===== src/rtl/wfs_pkg.sv =====
package wfs_pkg;
  // register addresses
  localparam int A_CFG     = 0;
  localparam int A_IDLECTL = 1;
  localparam int A_PINTYPE = 2;
  localparam int A_ABORT   = 3;
  localparam int A_ERRCLR  = 4;
  localparam int PROG_BASE = 8;
  // configuration bit positions
  localparam int CFG_DRV_BIT = 0;
  localparam int CFG_REL_BIT = 1;
endpackage


===== src/rtl/wfs_regs.sv =====
module wfs_regs
  import wfs_pkg::*;
#(
  parameter int DW = 16,
  parameter int CW = 6,
  parameter int NS = 8,
  parameter int AW = 5,
  localparam int SW = $clog2(NS),
  localparam int NP = NS - 1,
  localparam int BW = SW + CW + 1
) (
  input  logic          clk,
  input  logic          rst,
  input  logic          wr_en,
  input  logic [AW-1:0] wr_addr,
  input  logic [DW-1:0] wr_data,
  input  logic          busy,
  input  logic [SW-1:0] rda_idx,
  input  logic [SW-1:0] rdb_idx,
  output logic [SW-1:0] rda_next,
  output logic [DW-1:0] rdb_data,
  output logic          rdb_drv,
  output logic [CW-1:0] rdb_ctl,
  output logic          cfg_drv,
  output logic          cfg_rel,
  output logic [CW-1:0] idle_ctl,
  output logic [CW-1:0] od_mask,
  output logic          abort,
  output logic          wr_err
);
  logic [DW-1:0] dmem [NP];
  logic [BW-1:0] cmem [NP];

  logic          in_prog;
  logic [AW-1:0] off_v;
  logic [SW-1:0] w_idx;
  logic          wr_ok;
  logic          hit_cfg, hit_ictl, hit_type, hit_abort, hit_clr;
  logic [SW-1:0] ia, ib;
  logic [BW-1:0] cword_b;

  always_comb begin
    off_v     = wr_addr - AW'(PROG_BASE);
    in_prog   = (int'(wr_addr) >= PROG_BASE) && (int'(wr_addr) < PROG_BASE + 2 * NP);
    w_idx     = SW'(off_v >> 1);
    wr_ok     = wr_en && !busy;
    hit_cfg   = wr_addr == AW'(A_CFG);
    hit_ictl  = wr_addr == AW'(A_IDLECTL);
    hit_type  = wr_addr == AW'(A_PINTYPE);
    hit_abort = wr_addr == AW'(A_ABORT);
    hit_clr   = wr_addr == AW'(A_ERRCLR);
    abort     = wr_en && hit_abort;
  end

  // program table: write-only port, no reset, so it maps onto RAM
  always_ff @(posedge clk) begin
    if (wr_ok && in_prog) begin
      if (off_v[0]) cmem[w_idx] <= wr_data[BW-1:0];
      else          dmem[w_idx] <= wr_data;
    end
  end

  always_comb begin
    ia       = (rda_idx < SW'(NP)) ? rda_idx : '0;
    ib       = (rdb_idx < SW'(NP)) ? rdb_idx : '0;
    rda_next = cmem[ia][SW-1:0];
    cword_b  = cmem[ib];
    rdb_drv  = cword_b[SW];
    rdb_ctl  = cword_b[SW+CW:SW+1];
    rdb_data = dmem[ib];
  end

  always_ff @(posedge clk) begin
    if (rst) begin
      cfg_drv  <= 1'b0;
      cfg_rel  <= 1'b0;
      idle_ctl <= '0;
      od_mask  <= '0;
      wr_err   <= 1'b0;
    end else begin
      if (wr_en && busy && !hit_abort) wr_err <= 1'b1;
      else if (wr_ok && hit_clr)       wr_err <= 1'b0;
      if (wr_ok && hit_cfg) begin
        cfg_drv <= wr_data[CFG_DRV_BIT];
        cfg_rel <= wr_data[CFG_REL_BIT];
      end
      if (wr_ok && hit_ictl) idle_ctl <= wr_data[CW-1:0];
      if (wr_ok && hit_type) od_mask  <= wr_data[CW-1:0];
    end
  end
endmodule


===== src/rtl/wfs_seq.sv =====
module wfs_seq #(
  parameter int NS = 8,
  localparam int SW = $clog2(NS)
) (
  input  logic          clk,
  input  logic          rst,
  input  logic          go,
  input  logic          abort,
  input  logic [SW-1:0] prog_next,
  output logic [SW-1:0] cur_q,
  output logic [SW-1:0] nxt,
  output logic          nxt_idle,
  output logic          done_q,
  output logic          irq_q
);
  localparam logic [SW-1:0] IDLE = SW'(NS - 1);

  always_comb begin
    if (cur_q == IDLE) nxt = go ? '0 : IDLE;
    else if (abort)    nxt = IDLE;
    else               nxt = prog_next;
    nxt_idle = (nxt == IDLE);
  end

  always_ff @(posedge clk) begin
    if (rst) begin
      cur_q  <= IDLE;
      done_q <= 1'b1;
      irq_q  <= 1'b0;
    end else begin
      cur_q  <= nxt;
      done_q <= nxt_idle;
      irq_q  <= (cur_q != IDLE) && nxt_idle;
    end
  end
endmodule


===== src/rtl/wfs_pins.sv =====
module wfs_pins #(
  parameter int DW = 16,
  parameter int CW = 6
) (
  input  logic          clk,
  input  logic          rst,
  input  logic          idle,
  input  logic [DW-1:0] st_data,
  input  logic          st_drv,
  input  logic [CW-1:0] st_ctl,
  input  logic          cfg_drv,
  input  logic          cfg_rel,
  input  logic [CW-1:0] idle_ctl,
  input  logic [CW-1:0] od_mask,
  output logic [DW-1:0] bus_out,
  output logic          bus_oe,
  output logic [CW-1:0] ctl_out,
  output logic [CW-1:0] ctl_oe
);
  logic [DW-1:0] last_q;

  always_ff @(posedge clk) begin
    if (rst) begin
      bus_out <= '0;
      bus_oe  <= 1'b0;
      last_q  <= '0;
    end else if (idle) begin
      bus_oe  <= cfg_drv;
      bus_out <= last_q;
    end else begin
      bus_oe  <= st_drv;
      bus_out <= st_data;
      if (st_drv) last_q <= st_data;
    end
  end

  for (genvar i = 0; i < CW; i++) begin : g_pin
    logic lvl;
    always_comb lvl = idle ? idle_ctl[i] : st_ctl[i];
    always_ff @(posedge clk) begin
      if (rst) begin
        ctl_out[i] <= 1'b0;
        ctl_oe[i]  <= 1'b1;
      end else if (idle && cfg_rel) begin
        ctl_out[i] <= 1'b0;
        ctl_oe[i]  <= 1'b0;
      end else if (od_mask[i]) begin
        ctl_out[i] <= 1'b0;
        ctl_oe[i]  <= ~lvl;
      end else begin
        ctl_out[i] <= lvl;
        ctl_oe[i]  <= 1'b1;
      end
    end
  end
endmodule


===== src/rtl/wfs_engine.sv =====
module wfs_engine #(
  parameter int DW = 16,
  parameter int CW = 6,
  parameter int NS = 8,
  parameter int AW = 5
) (
  input  logic          clk,
  input  logic          rst,
  input  logic          wr_en,
  input  logic [AW-1:0] wr_addr,
  input  logic [DW-1:0] wr_data,
  input  logic          go,
  output logic [DW-1:0] bus_out,
  output logic          bus_oe,
  output logic [CW-1:0] ctl_out,
  output logic [CW-1:0] ctl_oe,
  output logic          done,
  output logic          done_irq,
  output logic          wr_err
);
  localparam int SW = $clog2(NS);

  logic [SW-1:0] cur_q, nxt, prog_next;
  logic          nxt_idle, abort;
  logic [DW-1:0] st_data;
  logic          st_drv;
  logic [CW-1:0] st_ctl;
  logic          cfg_drv, cfg_rel;
  logic [CW-1:0] idle_ctl, od_mask;

  wfs_regs #(.DW(DW), .CW(CW), .NS(NS), .AW(AW)) u_regs (
    .clk(clk), .rst(rst), .wr_en(wr_en), .wr_addr(wr_addr), .wr_data(wr_data),
    .busy(~done), .rda_idx(cur_q), .rdb_idx(nxt), .rda_next(prog_next),
    .rdb_data(st_data), .rdb_drv(st_drv), .rdb_ctl(st_ctl),
    .cfg_drv(cfg_drv), .cfg_rel(cfg_rel), .idle_ctl(idle_ctl), .od_mask(od_mask),
    .abort(abort), .wr_err(wr_err)
  );

  wfs_seq #(.NS(NS)) u_seq (
    .clk(clk), .rst(rst), .go(go), .abort(abort), .prog_next(prog_next),
    .cur_q(cur_q), .nxt(nxt), .nxt_idle(nxt_idle), .done_q(done), .irq_q(done_irq)
  );

  wfs_pins #(.DW(DW), .CW(CW)) u_pins (
    .clk(clk), .rst(rst), .idle(nxt_idle), .st_data(st_data), .st_drv(st_drv),
    .st_ctl(st_ctl), .cfg_drv(cfg_drv), .cfg_rel(cfg_rel), .idle_ctl(idle_ctl),
    .od_mask(od_mask), .bus_out(bus_out), .bus_oe(bus_oe), .ctl_out(ctl_out),
    .ctl_oe(ctl_oe)
  );
endmodule


===== config.mk =====
export PLATFORM = sky130hd
export DESIGN_NAME = wfs_engine
export DESIGN_NICKNAME = d
export VERILOG_FILES = /design/src/rtl/wfs_pkg.sv /design/src/rtl/wfs_regs.sv /design/src/rtl/wfs_seq.sv /design/src/rtl/wfs_pins.sv /design/src/rtl/wfs_engine.sv
export SDC_FILE = /design/constraint.sdc
export NUM_CORES = 1
export LEC_CHECK = 0
export ABC_AREA = 1
export BUFFER_PORTS_ARGS = -buffer_cell sky130_fd_sc_hd__buf_2
export CAP_MARGIN = 30
export CORE_MARGIN = 1
export CORE_UTILIZATION = 30
export CTS_BUF_LIST = sky130_fd_sc_hd__clkbuf_4 sky130_fd_sc_hd__clkbuf_8
export CTS_CLUSTER_DIAMETER = 60
export DETAILED_ROUTE_END_ITERATION = 10
export SYNTH_ARGS = -nofsm -noshare
export SYNTH_HDL_FRONTEND = slang
export SYNTH_HIERARCHICAL = 1
export SYNTH_SLANG_ARGS = --single-unit

===== constraint.sdc =====
create_clock -name clk -period 6.1 [get_ports clk]
set_clock_uncertainty 0.2 [all_clocks]
set_input_delay 0.915 -clock clk [delete_from_list [all_inputs] [get_ports clk]]
set_output_delay 0.915 -clock clk [all_outputs]
set_load 0.01 [all_outputs]

; ---- Word level (Yosys, flattened, before mapping)
; Memory sizes are Yosys's and may differ from the RTL's.
; Index checks and enable logic that the tools add are counted.
; Widths: inputs -> output; s select.
[word_totals]
reg_bits = 65
latch_bits = 0
mem_bits_rw = 182
mem_bits_ro = 0
input_bits = 25
output_inout_bits = 32
word_cells = 100
n_memories = 2
[classes]
add_sub_neg = 1
mul = 0
div = 0
order_cmp = 4
n_eq_ne = 7
shifts = 0
n_mux = 33
bitwise_logic = 8
n_reduce_logical = 22
[mem_list]
columns = memory, words, width, rd, rd_clocked_by_memory_dff, write_ports, line_no
row1 = u_regs.dmem, 7, 16, 1, 0, 1, wfs_regs.sv:31  ; logic [DW-1:0] dmem [NP];
row2 = u_regs.cmem, 7, 10, 2, 0, 1, wfs_regs.sv:32  ; logic [BW-1:0] cmem [NP];
[ops]
columns = op, n
row1 = $mux 1, 27
row2 = $reduce_or 3->1, 6
row3 = $mux 16, 1
row4 = $mux 3, 5
row5 = $logic_and 1x1->1, 12
row6 = $eq 5x2->1 const B, 2
row7 = $not 1->1, 8
row8 = $eq 3x3->1 const B, 2
row9 = $lt 3x3->1 const B, 2
row10 = $eq 5x1->1 const B, 1
row11 = $eq 5x3->1 const B, 1
row12 = $ge 5x4->1 const B, 1
row13 = $logic_not 5->1, 1
row14 = $lt 5x5->1 const B, 1
row15 = $sub 4x4->4 const B, 1
row16 = $ne 3x3->1 const B, 1
row17 = $reduce_and 2->1, 1
row18 = $reduce_bool 2->1, 1
row19 = $logic_not 1->1, 1

; ---- Depth between registers and ports, before layout
; Gate-level depths: netlist of run 1.
; An unclocked memory read counts as a cell.
[depth]
ltp_word = 12
mapped_depth = 24

; ---- By module
; Netlist of run 1, hierarchy kept.
[modules_own_cells]
columns = mod, n_inst, cells_each, area_per_inst_um2
row1 = wfs_regs, 1, 866, 8582.0
row2 = wfs_pins, 1, 227, 1696.6
row3 = wfs_seq, 1, 30, 230.2
row4 = wfs_engine, 1, 1, 3.8

; ---- Least setup slack after synthesis of run 1
; Ideal clock, no wire load.
[synth_path]
kind = input -> register
startpoint = input wr_addr[3]
endpoint = register u_pins.last_q[10]
arrival_time_ns = 2.953
path_slack_ns = 2.876
path_stages = 19
path_buffers = 4
path_cell_list = nor2_2 nand4_1 nor2_1 inv_1 nand2_1 nand2_1 nand2_1 buf_2 nand3_1 nand2_1 buf_2 buf_2 nand2_1 nand2_1 inv_2 nor2_8 buf_4 nand2_1 a21oi_1
[synth_between]
elab_chain_len = 8
word_cells_on_any_way = 11
cone_classes = order compare: 1 / eq/ne: 2 / mux: 3 / bitwise: 1 / reduce/logical: 2 / memory: 2
[synth_lines]
columns = item, line_no
row1 = start: declaration, wfs_engine.sv:10  ; input logic [AW-1:0] wr_addr,
row2 = $eq 5x2->1 (*), wfs_regs.sv:50  ; hit_abort = wr_addr == AW'(A_ABORT);
row3 = $logic_and 1x1->1 (*), wfs_regs.sv:52  ; abort = wr_en && hit_abort;
row4 = net abort, wfs_engine.sv:24  ; logic nxt_idle, abort;
row5 = $mux 3 (*), wfs_seq.sv:20  ; else if (abort) nxt = IDLE;
row6 = $mux 3 (*), wfs_seq.sv:19  ; if (cur_q == IDLE) nxt = go ? '0 : IDLE;
row7 = net nxt[0], wfs_engine.sv:23  ; logic [SW-1:0] cur_q, nxt, prog_next;
row8 = $lt 3x3->1, wfs_regs.sv:65  ; ib = (rdb_idx < SW'(NP)) ? rdb_idx : '0;
row9 = $mux 3 (*), wfs_regs.sv:65
row10 = $mem_v2 7x10 (*), n/a
row11 = net st_drv, wfs_engine.sv:26  ; logic st_drv;
row12 = $reduce_and 2->1 (no line) (*), n/a
row13 = end signal: assignment, wfs_pins.sv:33  ; if (st_drv) last_q <= st_data;
row14 = end: declaration, wfs_pins.sv:20  ; logic [DW-1:0] last_q;
; Mark *: on every way through the listed nets, which the timed path passes. The rest lies on a longest branch.
; A chain may end at the register's enable or synchronous reset.

; ---- Worst setup path after layout of run 1
[layout_path]
startpoint = register u_seq.cur_q[0]
endpoint = register u_pins.bus_out[10]
[layout_between]
elab_chain_len = 9
word_cells_on_any_way = 11
cone_classes = order compare: 2 / eq/ne: 2 / mux: 5 / memory: 2
[layout_lines]
columns = item, line_no
row1 = start: declaration, wfs_seq.sv:10  ; output logic [SW-1:0] cur_q,
row2 = start signal: assignment, wfs_seq.sv:31  ; cur_q <= nxt;
row3 = $lt 3x3->1, wfs_regs.sv:64  ; ia = (rda_idx < SW'(NP)) ? rda_idx : '0;
row4 = $mux 3 (*), wfs_regs.sv:64
row5 = $mem_v2 7x10 (*), n/a
row6 = net prog_next[0], wfs_engine.sv:23
row7 = $mux 3 (*), wfs_seq.sv:20
row8 = $mux 3 (*), wfs_seq.sv:19
row9 = net nxt[0], wfs_engine.sv:23
row10 = $lt 3x3->1, wfs_regs.sv:65
row11 = $mux 3 (*), wfs_regs.sv:65
row12 = $mem_v2 7x16 (*), n/a
row13 = net st_data[10], wfs_engine.sv:25  ; logic [DW-1:0] st_data;
row14 = $mux 16 (*), wfs_pins.sv:27  ; end else if (idle) begin
row15 = end signal: assignment, wfs_pins.sv:29  ; bus_out <= last_q;
row16 = end signal: assignment, wfs_pins.sv:32  ; bus_out <= st_data;
row17 = end: declaration, wfs_pins.sv:15  ; output logic [DW-1:0] bus_out,
; Marked as above.

==> flow_summary.rst, run 1 <==
.. list-table::
   :header-rows: 1

   * - Metric
     - Value
   * - Run status
     - finished clean
   * - Register-to-register path setup slack
     - ~1500 ps
   * - Total Power
     - 6.87 mW
   * - Maximum number of pins on one net before global-route repair
     - just over 70
   * - Standard cell core area
     - 34,500 um2
   * - Floorplan row count
     - 68
   * - Number of iterations in the first detailed-routing pass
     - 5
   * - GR Util met1
     - 18.7%
   * - Yosys top cell by area
     - sky130_fd_sc_hd__edfxtp_1
   * - Post-synthesis instance area
     - 10,500 um2
   * - GRT met3 Usage
     - roughly 3.1%
   * - Number of library cell types mapped by synthesis
     - 26
   * - Syn Area/Cell
     - 9.35 um2
   * - CP Launch Type
     - flop
   * - Synthesized netlist cell count
     - around 1,100
   * - Number of max-slew violations in the final report
     - 0
   * - Final hold violation count
     - 0
   * - Total of flip-flops plus latches after synthesis
     - around 250
   * - DR iter-0 viols
     - 541
   * - Initial Util
     - between 30 and 40%
   * - Most common library cells after synthesis
     - sky130_fd_sc_hd__nand2_1, sky130_fd_sc_hd__nand3_1, sky130_fd_sc_hd__edfxtp_1, sky130_fd_sc_hd__inv_1, sky130_fd_sc_hd__nor2_1
   * - Number of maximum-capacitance violations
     - 0
   * - Category of the most critical setup path
     - flop to flop
   * - Via-to-Cell Ratio
     - 4.55
   * - Via count of the first global-routing pass
     - 7,438
   * - Maximum fanout count along the critical path
     - 70
   * - Clk Latency, worst-skew pair
     - 550 ps
   * - Slew of the pin with the lowest slew margin
     - 933 ps
   * - Floorplan die height
     - ~190 um
   * - Final Setup Violations
     - 0
   * - Slowest stage cell on the critical path
     - sky130_fd_sc_hd__dfxtp_1
   * - Most common flop cell mapped by yosys
     - sky130_fd_sc_hd__edfxtp_1
   * - Total number of vias
     - 7,634
   * - Fin worst setup slack
     - 1540 ps
   * - RSZ-0062 raised after global routing
     - false
   * - Post-layout nets
     - 1,218
   * - Sum of overflow across all layers after global routing
     - 0
   * - First-pass GRT wire length
     - 40.2 mm
   * - Number of buffers inserted for hold repair after clock tree synthesis
     - 0
   * - Total CTS buffers
     - 41
   * - Portion of the clock cycle consumed by the worst path in the final layout
     - about 75%
   * - # placed instances
     - approximately 1,600
   * - Total detailed-routing wirelength
     - about 25 mm
   * - Post-synth EDFFs
     - 182
   * - GRT Max-Usage Layer
     - met2
   * - Max rail drop VDD
     - 0.000506 V
   * - Final standard cell utilization of the core
     - a little over a third
   * - I/O Buffers
     - 56
   * - Syn nets
     - 1,149
   * - Layout overhead on the synthesized area
     - 14.9%
   * - Tightest Hold Check Type
     - flop to flop
   * - Synthesis warning total
     - 6
   * - Post-route insts no fill
     - 1,678
   * - # DRC
     - 0
   * - Worst path max stage delay
     - slightly below 700 ps
   * - Leakage power total
     - 5.26 nW
   * - Floorplan die width
     - 189 um
   * - Clock slew at reported path FFs
     - ~70 ps
   * - CTS H-tree lvls
     - 2
   * - Hpwl dp
     - 15.8 mm
   * - Die outline area
     - 35,800 um2
   * - R2R depth
     - 20
   * - Weighted congestion at the end of routability-driven global placement
     - 0.797
   * - Clock sink total
     - roughly 250
   * - Endpoint class of the critical path
     - flop
   * - Count of cells resized by post-cts repair
     - 0
   * - Required time at the worst-slack endpoint
     - 6360 ps
   * - Most instantiated library cell after synthesis
     - sky130_fd_sc_hd__nand2_1
   * - Critical path data arrival time
     - slightly below 5000 ps
   * - Final critical path time including I/O delays and setup
     - 4560 ps
   * - Post-synth top area share
     - 52.0%
   * - Dominant cell type by count on the critical path
     - sky130_fd_sc_hd__nand2_1
   * - Setup TNS
     - 0 ps
   * - Worst-case clock buffer depth
     - 3
   * - Portion of the post-synthesis area used by sequential elements
     - 64.4%
   * - Number of antenna cells inserted
     - 0
   * - Post-route ant nets
     - 0
   * - Normalized max-slew margin
     - 37.5%
   * - Highest clock frequency the design can meet
     - approximately 220 MHz
   * - Cell types with the largest area share after synthesis
     - sky130_fd_sc_hd__edfxtp_1, sky130_fd_sc_hd__dfxtp_1, sky130_fd_sc_hd__nand2_1
   * - Cells traversed along the worst timing path
     - nand2_1, nand2_1, nand3_1, nand2_1, nand2_1, nand2_1, inv_1, nand2_1, nand2_1, nand2_2, buf_4, nand2_2, buf_4, nand2_1, nand3_1, nand2_1, nand2_1, nand2_1, o21ai_0, nor2_1
   * - Gr usage total
     - 14.4%
   * - Number of antenna violations at the first check in global routing
     - 1
   * - Fill cells
     - 3,579
   * - Post-CTS Repair Setup Buffers
     - 0
   * - Buffer type at the clock tree root
     - sky130_fd_sc_hd__clkbuf_8
   * - Power per unit of standard cell area
     - 569 nW/um2
   * - GR met2 Demand/Resource
     - 24.2%
   * - Share of flip-flops with an asynchronous set or reset after synthesis
     - 0%
   * - CTS tree
     - yes
   * - Layout cell share with drive strength beyond 1
     - between 10% and 20%
   * - I/O pin count
     - 57
   * - WHS Path Cells
     - 2
   * - Setup WS pre-CTS
     - 1470 ps
   * - Routed len/inst
     - ~15 um
==> report_power, final <==
| group | switching (mW) | total, mW | leakage [nW] | internal [mW] |
|---|---|---|---|---|
| Sequential | 0.0579 | 1.99 | 2.17 | 1.94 |
| Combinational | 2.47 | 3.47 | 2.67 | 0.993 |
| Clock | 0.633 | 1.41 | 0.424 | 0.779 |
==> state kept, by name, indices dropped and copies added, names as in the netlist <==
signal and flops:
u_seq/cur_q 3, u_seq/irq_q 1, u_pins/ctl_out 6, u_pins/last_q 16
u_regs/od_mask 6, u_pins/bus_oe 1, u_regs/cmem 70, u_regs/cfg_rel 1
u_regs/wr_err 1, u_pins/bus_out 16, u_regs/cfg_drv 1, u_seq/done_q 1
u_regs/idle_ctl 6, u_regs/dmem 112, u_pins/ctl_oe 6
==> critical path, delay by kind of cell, from the launching register on <==
family / cells / cell delay [ps]
AOI/OAI and AO/OA: 1 / 90
and+or+nand+nor: 16 / 2220
DFF: 1 / 690
buffers and inverters: 3 / 1140
==> metal layers <==
layer	wire, um	share of wire, %
met5	12	0.048
met4	506	2.0
met3	1530	6.1
met2	11700	46
met1	11500	45
==> area by class of cell <==
type / count / area, um2 / share of cell area, %
multi-input cells: 670 / 2890 / 23.9
inverters: 157 / 589 / 4.88
flip-flops and latches: 247 / 6770 / 56.0
well taps: 455 / 569 / 4.71
clock buffers: 63 / 748 / 6.19
clock inverters: 10 / 48.8 / 0.404
repair buffers: 76 / 474 / 3.92
==> stage by stage <==
step | hold slack (ps) | cell area (um2)
floorplan | 240 | 10500
CTS | 267 | 12000
detailed placement | 257 | 11200
global route | 284 | 12100
finish | 265 | 12100
global placement | 251 | 11200
==> cells by family after synthesis <==
logic type / after synthesis / share of synthesized area [%]
AOI/OAI and AO/OA: 38 / 1.87
buffers and inverters: 207 / 8.21
DFF: 247 / 64.4
and+or+nand+nor: 632 / 25.6
==> path summary, 6_finish.rpt <==
| check | from | to |
|---|---|---|
| worst min-delay path | u_pins/last_q[8]$_SDFFE_PP0P_ | u_pins/last_q[8]$_SDFFE_PP0P_ |
| worst min register to register | u_pins/last_q[8]$_SDFFE_PP0P_ | u_pins/last_q[8]$_SDFFE_PP0P_ |
| worst max-delay path | u_seq/cur_q[0]$_SDFF_PP1_ | u_pins/bus_out[10]$_SDFF_PP0_ |
| worst max register to register | u_seq/cur_q[0]$_SDFF_PP1_ | u_pins/bus_out[10]$_SDFF_PP0_ |
==> cells in the final DEF (no fill, tap or decap), types with 3 or more instances in the layout <==
cell and n:
sky130_fd_sc_hd__nand2_1 288, sky130_fd_sc_hd__nand3_1 192, sky130_fd_sc_hd__edfxtp_1 182, sky130_fd_sc_hd__inv_1 154
sky130_fd_sc_hd__nor2_1 138, sky130_fd_sc_hd__dfxtp_1 65, sky130_fd_sc_hd__buf_2 56, sky130_fd_sc_hd__clkbuf_8 44
sky130_fd_sc_hd__o21ai_0 21, sky130_fd_sc_hd__clkbuf_4 19, sky130_fd_sc_hd__a21oi_1 15, sky130_fd_sc_hd__buf_4 15
sky130_fd_sc_hd__clkinv_1 5, sky130_fd_sc_hd__nand2_2 4, sky130_fd_sc_hd__clkinv_2 3, sky130_fd_sc_hd__inv_2 3
sky130_fd_sc_hd__buf_6 3
(Power assumes the default switching activity.)
==> run 2, diff against run 1 <==
==> constraint.sdc (replaced) <==
create_clock -name clk -period 3.75 [get_ports clk]
set_clock_uncertainty 0.2 [all_clocks]
set_input_delay 0.5625 -clock clk [delete_from_list [all_inputs] [get_ports clk]]
set_output_delay 0.5625 -clock clk [all_outputs]
set_load 0.01 [all_outputs]
==> run 2 against run 1 <==
Via count up 1.3%; worst setup slack worse by 1000 ps; die area unchanged; wire length up 2.9%; maximum frequency up 42%; total power up 65%; combinational power up 66%; global-route usage up 0.33 points; utilization up 0.18 points; clock power up 65%; critical path depth up 3; largest cell class unchanged; highest routed layer unchanged.
==> flow_summary.rst, run 2 (synthesis results as in run 1) <==
.. list-table::
   :header-rows: 1

   * - Metric
     - Value
   * - Run status
     - finished clean
   * - RSZ-0062 raised after global routing
     - false
   * - Number of buffers inserted for hold repair after clock tree synthesis
     - 0
   * - Switching power share of the total
     - 45.6%
   * - Top library cells by usage in the layout, fill and taps aside
     - sky130_fd_sc_hd__nand2_1, sky130_fd_sc_hd__nand3_1, sky130_fd_sc_hd__edfxtp_1
   * - Register share of total power
     - between 20 and 30%
   * - Floorplan die height
     - 189 um
   * - Most common cell after layout, fill and taps aside
     - sky130_fd_sc_hd__nand2_1
   * - Clock power share
     - between 20% and 30%
   * - Slew of the pin with the lowest slew margin
     - 831 ps
   * - Worst slack on hold paths
     - ~88 ps
   * - Die outline area
     - 35,800 um2
   * - Gr usage total
     - 14.8%
   * - Max rail drop VDD
     - 0.000609 V
   * - Maximum fanout count along the critical path
     - 25
   * - Category of the most critical setup path
     - flop to flop
   * - CP Launch Type
     - flop
   * - Tightest Hold Check Type
     - input pin to flop
   * - Number of iterations in the first detailed-routing pass
     - 4
   * - Fin worst setup slack
     - 543 ps
   * - Highest clock frequency the design can meet
     - 312 MHz
   * - Power spent charging and discharging nets
     - 5.15 mW
   * - Cell Area, Placed
     - 11,400 um2
   * - Worst-case clock buffer depth
     - 3
   * - Floorplan row count
     - 68
   * - Clk Latency, worst-skew pair
     - between 500 and 600 ps
   * - I/O pin count
     - 57
   * - Largest registers ranked by flip-flop count
     - u_regs/dmem x112, u_regs/cmem x70
   * - Clock slew at reported path FFs
     - 70 ps
   * - Via count of the first global-routing pass
     - 7,515
   * - Hpwl dp
     - 16.1 mm
   * - Number of antenna cells inserted
     - 0
   * - Final critical path time including I/O delays and setup
     - 3210 ps
   * - Post-CTS Repair Setup Buffers
     - 0
   * - Fill cells
     - 3,548
   * - Total CTS buffers
     - 39
   * - Endpoint class of the critical path
     - flop
   * - Total detailed-routing wirelength
     - between 20 and 30 mm
   * - Power per unit of standard cell area
     - 931 nW/um2
   * - Final standard cell utilization of the core
     - 35.2%
   * - Total Power
     - approximately 11 mW
   * - Routed len/inst
     - about 15 um
   * - Number of maximum-capacitance violations
     - 0
   * - Combinational power share
     - 50.8%
   * - Clock sink total
     - approximately 250
   * - I/O Buffers
     - 56
   * - Maximum number of pins on one net before global-route repair
     - 70
   * - Post-layout nets
     - 1,226
   * - Post-route ant nets
     - 0
   * - Number of antenna violations at the first check in global routing
     - 1
   * - Layout overhead on the synthesized area
     - 15.6%
   * - Standard cell core area
     - 34,500 um2
   * - Post-route insts no fill
     - 1,686
   * - Final design instance area without fill
     - roughly 12,000 um2
   * - Sum of overflow across all layers after global routing
     - 0
   * - Final Setup Violations
     - 0
   * - Critical path data arrival time
     - ~3400 ps
   * - Via-to-Cell Ratio
     - 4.59
   * - # placed instances
     - 1,615
   * - Initial Util
     - 30.4%
   * - Weighted congestion at the end of routability-driven global placement
     - 0.804
   * - Setup TNS
     - 0 ps
   * - Count of cells resized by post-cts repair
     - 0
   * - Internal power component
     - roughly 6.2 mW
   * - DR iter-0 viols
     - 461
   * - First-pass GRT wire length
     - 40.8 mm
   * - Final hold violation count
     - 0
   * - Portion of the clock cycle consumed by the worst path in the final layout
     - 85.5%
   * - Largest register FFs
     - 112
   * - CTS H-tree lvls
     - 2
   * - Floorplan die width
     - 189 um
   * - Required time at the worst-slack endpoint
     - 3940 ps
   * - Layout cell share with drive strength beyond 1
     - a little over an eighth
   * - Setup WS pre-CTS
     - approximately 520 ps
   * - Leakage power total
     - approximately 5.3 nW
   * - Most flop-heavy register
     - u_regs/dmem
   * - Total number of vias
     - 7,736
   * - CTS tree
     - yes
   * - # DRC
     - 0
   * - Normalized max-slew margin
     - 44.5%
   * - Buffer type at the clock tree root
     - sky130_fd_sc_hd__clkbuf_8
   * - Number of max-slew violations in the final report
     - 0
run 2: area by class of cell:
| class | instances | area [um2] | share of cell area (%) |
|---|---|---|---|
| clock inverters | 19 | 145 | 1.19 |
| repair buffers | 86 | 543 | 4.47 |
| flip-flops and latches | 247 | 6770 | 55.7 |
| clock buffers | 52 | 647 | 5.32 |
| inverters | 157 | 589 | 4.85 |
| multi-input cells | 670 | 2890 | 23.8 |
| well taps | 455 | 569 | 4.69 |
run 2: layer usage:
layer	share of wire, %	global-route usage, %
met1	44	19.2
met4	2.3	4.50
met3	6.6	3.50
met5	0.038	0
met2	47	24.3
run 2: critical path, stage by stage (launching register included):
cell and delay, ps:
sky130_fd_sc_hd__dfxtp_1 470, sky130_fd_sc_hd__nand2_1 110, sky130_fd_sc_hd__nand2_1 240, sky130_fd_sc_hd__nand2_1 90, sky130_fd_sc_hd__nand3_1 80, sky130_fd_sc_hd__nand2_1 50, sky130_fd_sc_hd__nand2_1 50, sky130_fd_sc_hd__nand2_1 50
sky130_fd_sc_hd__inv_1 40, sky130_fd_sc_hd__nand2_1 40, sky130_fd_sc_hd__nand2_1 80, sky130_fd_sc_hd__nand2_1 150, sky130_fd_sc_hd__nand2_2 120, sky130_fd_sc_hd__buf_4 200, sky130_fd_sc_hd__buf_4 340, sky130_fd_sc_hd__nand3_1 110
sky130_fd_sc_hd__nand3_1 100, sky130_fd_sc_hd__nand3_1 90, sky130_fd_sc_hd__nand2_1 100, sky130_fd_sc_hd__inv_1 40, sky130_fd_sc_hd__nand2_1 90, sky130_fd_sc_hd__nand3_1 80, sky130_fd_sc_hd__nand2_1 70, sky130_fd_sc_hd__nand2_1 60
run 2: final timing paths:
check / start / end / slack [ps] / depth (start not counted)
min: wr_data[12] / u_regs/dmem[2][12]$_DFFE_PP_ / 90 / 1
min reg2reg: u_regs/wr_err$_SDFFE_PP0P_ / u_regs/wr_err$_SDFFE_PP0P_ / 260 / 2
max reg2reg: u_seq/cur_q[2]$_SDFF_PP1_ / u_pins/ctl_oe[4]$_SDFF_PP1_ / 540 / 23
max: u_seq/cur_q[2]$_SDFF_PP1_ / u_pins/ctl_oe[4]$_SDFF_PP1_ / 540 / 23
run 2: power by group through the flow:
stage	clock network, mW	registers (mW)	logic [mW]
6_report	2.32	3.24	5.75
5_1_grt	2.51	3.26	6.45
4_1_cts	2.39	3.24	5.79
3_5_place_dp	0	3.30	5.77
3_3_place_gp	0	3.30	5.70
2_1_floorplan	0	3.33	4.15
==> run 3, diff against run 2 <==
==> constraint.sdc (replaced) <==
create_clock -name clk -period 2.8 [get_ports clk]
set_clock_uncertainty 0.2 [all_clocks]
set_input_delay 0.42 -clock clk [delete_from_list [all_inputs] [get_ports clk]]
set_output_delay 0.42 -clock clk [all_outputs]
set_load 0.01 [all_outputs]
==> run 3 against run 2 <==
Maximum frequency increased by 19%; utilization increased by 3.1 points; worst hold slack lost 46 ps; sequential share of layout area shrank 4.4 points; worst setup slack got worse by 440 ps; wire length up 3.0%; via count up 3.2%; highest routed layer is now met4; first-iteration DRC count up 40%; count of clock-buffer cells in the layout grew 2; critical path type unchanged; non-clock buffer count increased by 58.
==> flow_summary.rst, run 3 (synthesis results as in run 1) <==
.. list-table::
   :header-rows: 1

   * - Metric
     - Value
   * - Most flop-heavy register
     - u_regs/dmem
   * - Gr usage total
     - between 10% and 20%
   * - Maximum fanout count along the critical path
     - 8
   * - Number of max-slew violations in the final report
     - 0
   * - FF+latch area
     - just under 7000 um2
   * - CTS H-tree lvls
     - 2
   * - Hpwl dp
     - approximately 16 mm
   * - Number of maximum-capacitance violations
     - 0
   * - Critical path buffers and inverters
     - 4
   * - Category of the most critical setup path
     - flop to flop
   * - Slowest stage cell on the critical path
     - sky130_fd_sc_hd__dfxtp_4
   * - Top delay family on crit path
     - simple AND/OR/NAND/NOR gates
   * - Final hold violation count
     - 0
   * - Total stage count of the critical path
     - 22
   * - Multi-input gate area
     - 3200 um2
   * - Slew of the pin with the lowest slew margin
     - 737 ps
   * - Final critical path time including I/O delays and setup
     - 2690 ps
   * - Standard cell core area
     - ~35,000 um2
   * - Highest clock frequency the design can meet
     - between 300 and 400 MHz
   * - # placed instances
     - around 1,700
   * - Cell Area, Placed
     - approximately 12,000 um2
   * - Via-to-Cell Ratio
     - between 4 and 5
   * - Final design instance area without fill
     - 13,200 um2
   * - Clock sink total
     - 247
   * - Reg-to-reg critical path startpoint
     - u_seq/cur_q[2]$_SDFF_PP1_
   * - RSZ-0062 raised after global routing
     - true
   * - Layout overhead on the synthesized area
     - 25.8%
   * - Cells traversed along the worst timing path
     - nand2_8, nand2_4, nand2_2, nand3_1, nand2_1, nand2_1, nand2_1, inv_1, nand2_1, nand2_2, nand2_4, nand2_8, buf_12, nand3_1, nand3_2, nand3_2, nand2_4, inv_4, nor2_8, buf_12, nand2_1, a21oi_2
   * - WHS Path Cells
     - 5
   * - Floorplan row count
     - 68
   * - Normalized max-slew margin
     - approximately 51%
   * - Fill cells
     - 3,433
   * - Worst-case clock buffer depth
     - 3
   * - Required time at the worst-slack endpoint
     - a little over 3000 ps
   * - Maximum number of pins on one net before global-route repair
     - 33
   * - First-pass GRT wire length
     - approximately 42 mm
   * - Total CTS buffers
     - 42
   * - Weighted congestion at the end of routability-driven global placement
     - 0.810
   * - Post-route ant nets
     - 0
   * - Die outline area
     - 35,800 um2
   * - Number of antenna violations at the first check in global routing
     - 1
   * - Worst path max stage delay
     - 420 ps
   * - Largest register FFs
     - ~110
   * - I/O pin count
     - 57
   * - Run status
     - finished clean
   * - Total detailed-routing wirelength
     - 26.8 mm
   * - Routed len/inst
     - 15.3 um
   * - I/O Buffers
     - 56
   * - Dominant cell type by count on the critical path
     - sky130_fd_sc_hd__nand2_1
   * - Initial Util
     - roughly 30%
   * - Layout cell share with drive strength beyond 1
     - 21.7%
   * - Clock slew at reported path FFs
     - ~70 ps
   * - # DRC
     - 0
   * - Min-delay src
     - wr_en
   * - Number of iterations in the first detailed-routing pass
     - 5
   * - Floorplan die height
     - 189 um
   * - Sum of overflow across all layers after global routing
     - 0
   * - Total number of vias
     - 7,985
   * - R2R depth
     - 22
   * - CP Launch Type
     - flop
   * - Via count of the first global-routing pass
     - 7,738
   * - Endpoint class of the critical path
     - flop
   * - CTS tree
     - yes
   * - Top library cells by usage in the layout, fill and taps aside
     - sky130_fd_sc_hd__nand2_1, sky130_fd_sc_hd__edfxtp_1, sky130_fd_sc_hd__nand3_1
   * - Buffer type at the clock tree root
     - sky130_fd_sc_hd__clkbuf_8
   * - DR iter-0 viols
     - approximately 650
   * - Setup TNS
     - 0 ps
   * - Floorplan die width
     - 189 um
   * - Largest registers ranked by flip-flop count
     - u_regs/dmem x112, u_regs/cmem x70
   * - Clk Latency, worst-skew pair
     - 540 ps
   * - Final Setup Violations
     - 0
   * - Critical path data arrival time
     - around 3000 ps
   * - Post-layout nets
     - 1,288
   * - Critical path launch point
     - u_seq/cur_q[2]$_SDFF_PP1_
   * - Tightest Hold Check Type
     - input pin to flop
   * - Post-route insts no fill
     - 1,749
   * - Portion of the clock cycle consumed by the worst path in the final layout
     - 96.2%
   * - Most common cell after layout, fill and taps aside
     - sky130_fd_sc_hd__nand2_1
## run 3: changes by cell type in the layout (fill, tap and decap cells not counted), moves of 5 or more
cell	change
sky130_fd_sc_hd__buf_4	+24
sky130_fd_sc_hd__a21oi_1	-5
sky130_fd_sc_hd__nand3_1	-20
sky130_fd_sc_hd__nand2_1	-26
sky130_fd_sc_hd__buf_6	+13
sky130_fd_sc_hd__dlygate4sd3_1	+6
sky130_fd_sc_hd__nand2_8	+5
sky130_fd_sc_hd__nand2_4	+7
sky130_fd_sc_hd__nand2_2	+15
sky130_fd_sc_hd__buf_12	+7
sky130_fd_sc_hd__nand3_2	+18
## run 3: per-layer routing
metal / share of wire, % / GRT usage (%)
met1: 45 / 19.9
met2: 46 / 24.5
met3: 6.4 / 3.02
met4: 1.9 / 4.47
met5: 0 / 0
## run 3: layout make-up
cell class              instances  share of cell area, %
clock inverters                20                  0.927
diodes                          1                 0.0189
inverters                     157                   4.50
repair buffers                144                   9.61
well taps                     455                   4.31
flip-flops and latches        247                   51.3
clock buffers                  54                   5.15
multi-input cells             671                   24.2
## run 3: repair_timing
item                                    CTS  global route
pin swaps                                 1            37
gates cloned                              2             4
hold buffers                              6             0
buffers inserted                          0            10
hold endpoints to repair                 42             0
resized for setup                        14            94
endpoints found under the setup margin   45            45
## run 3: tightest hold or removal path, stage by stage
cell and delay, ps:
sky130_fd_sc_hd__buf_2 120, sky130_fd_sc_hd__nand2_1 50, sky130_fd_sc_hd__inv_1 30, sky130_fd_sc_hd__nand2_1 50
sky130_fd_sc_hd__a21oi_1 60
## run 3: final timing paths
kind                            slack (ps)                        endpoint
worst max register to register         110  u_pins/last_q[11]$_SDFFE_PP0P_
worst min register to register         270   u_pins/last_q[8]$_SDFFE_PP0P_
worst max-delay path                   110  u_pins/last_q[11]$_SDFFE_PP0P_
worst min-delay path                    40      u_regs/wr_err$_SDFFE_PP0P_
## run 3: stage by stage
stage | setup WS [ps] | util, % | hold slack (ps)
final | 108 | 38.3 | 41.7
after global routing | -78.9 | 38.3 | 49.5
after CTS | 14.6 | 36.7 | 7.22
after detailed placement | -154 | 33.9 | 256
after global placement | -106 | 33.9 | 252
after floorplan | 16.8 | - | 240
Power of run 3 is left out: the tool's default activity adds up to more than one toggle a clock period on the data nets, which glitch-free logic cannot reach.
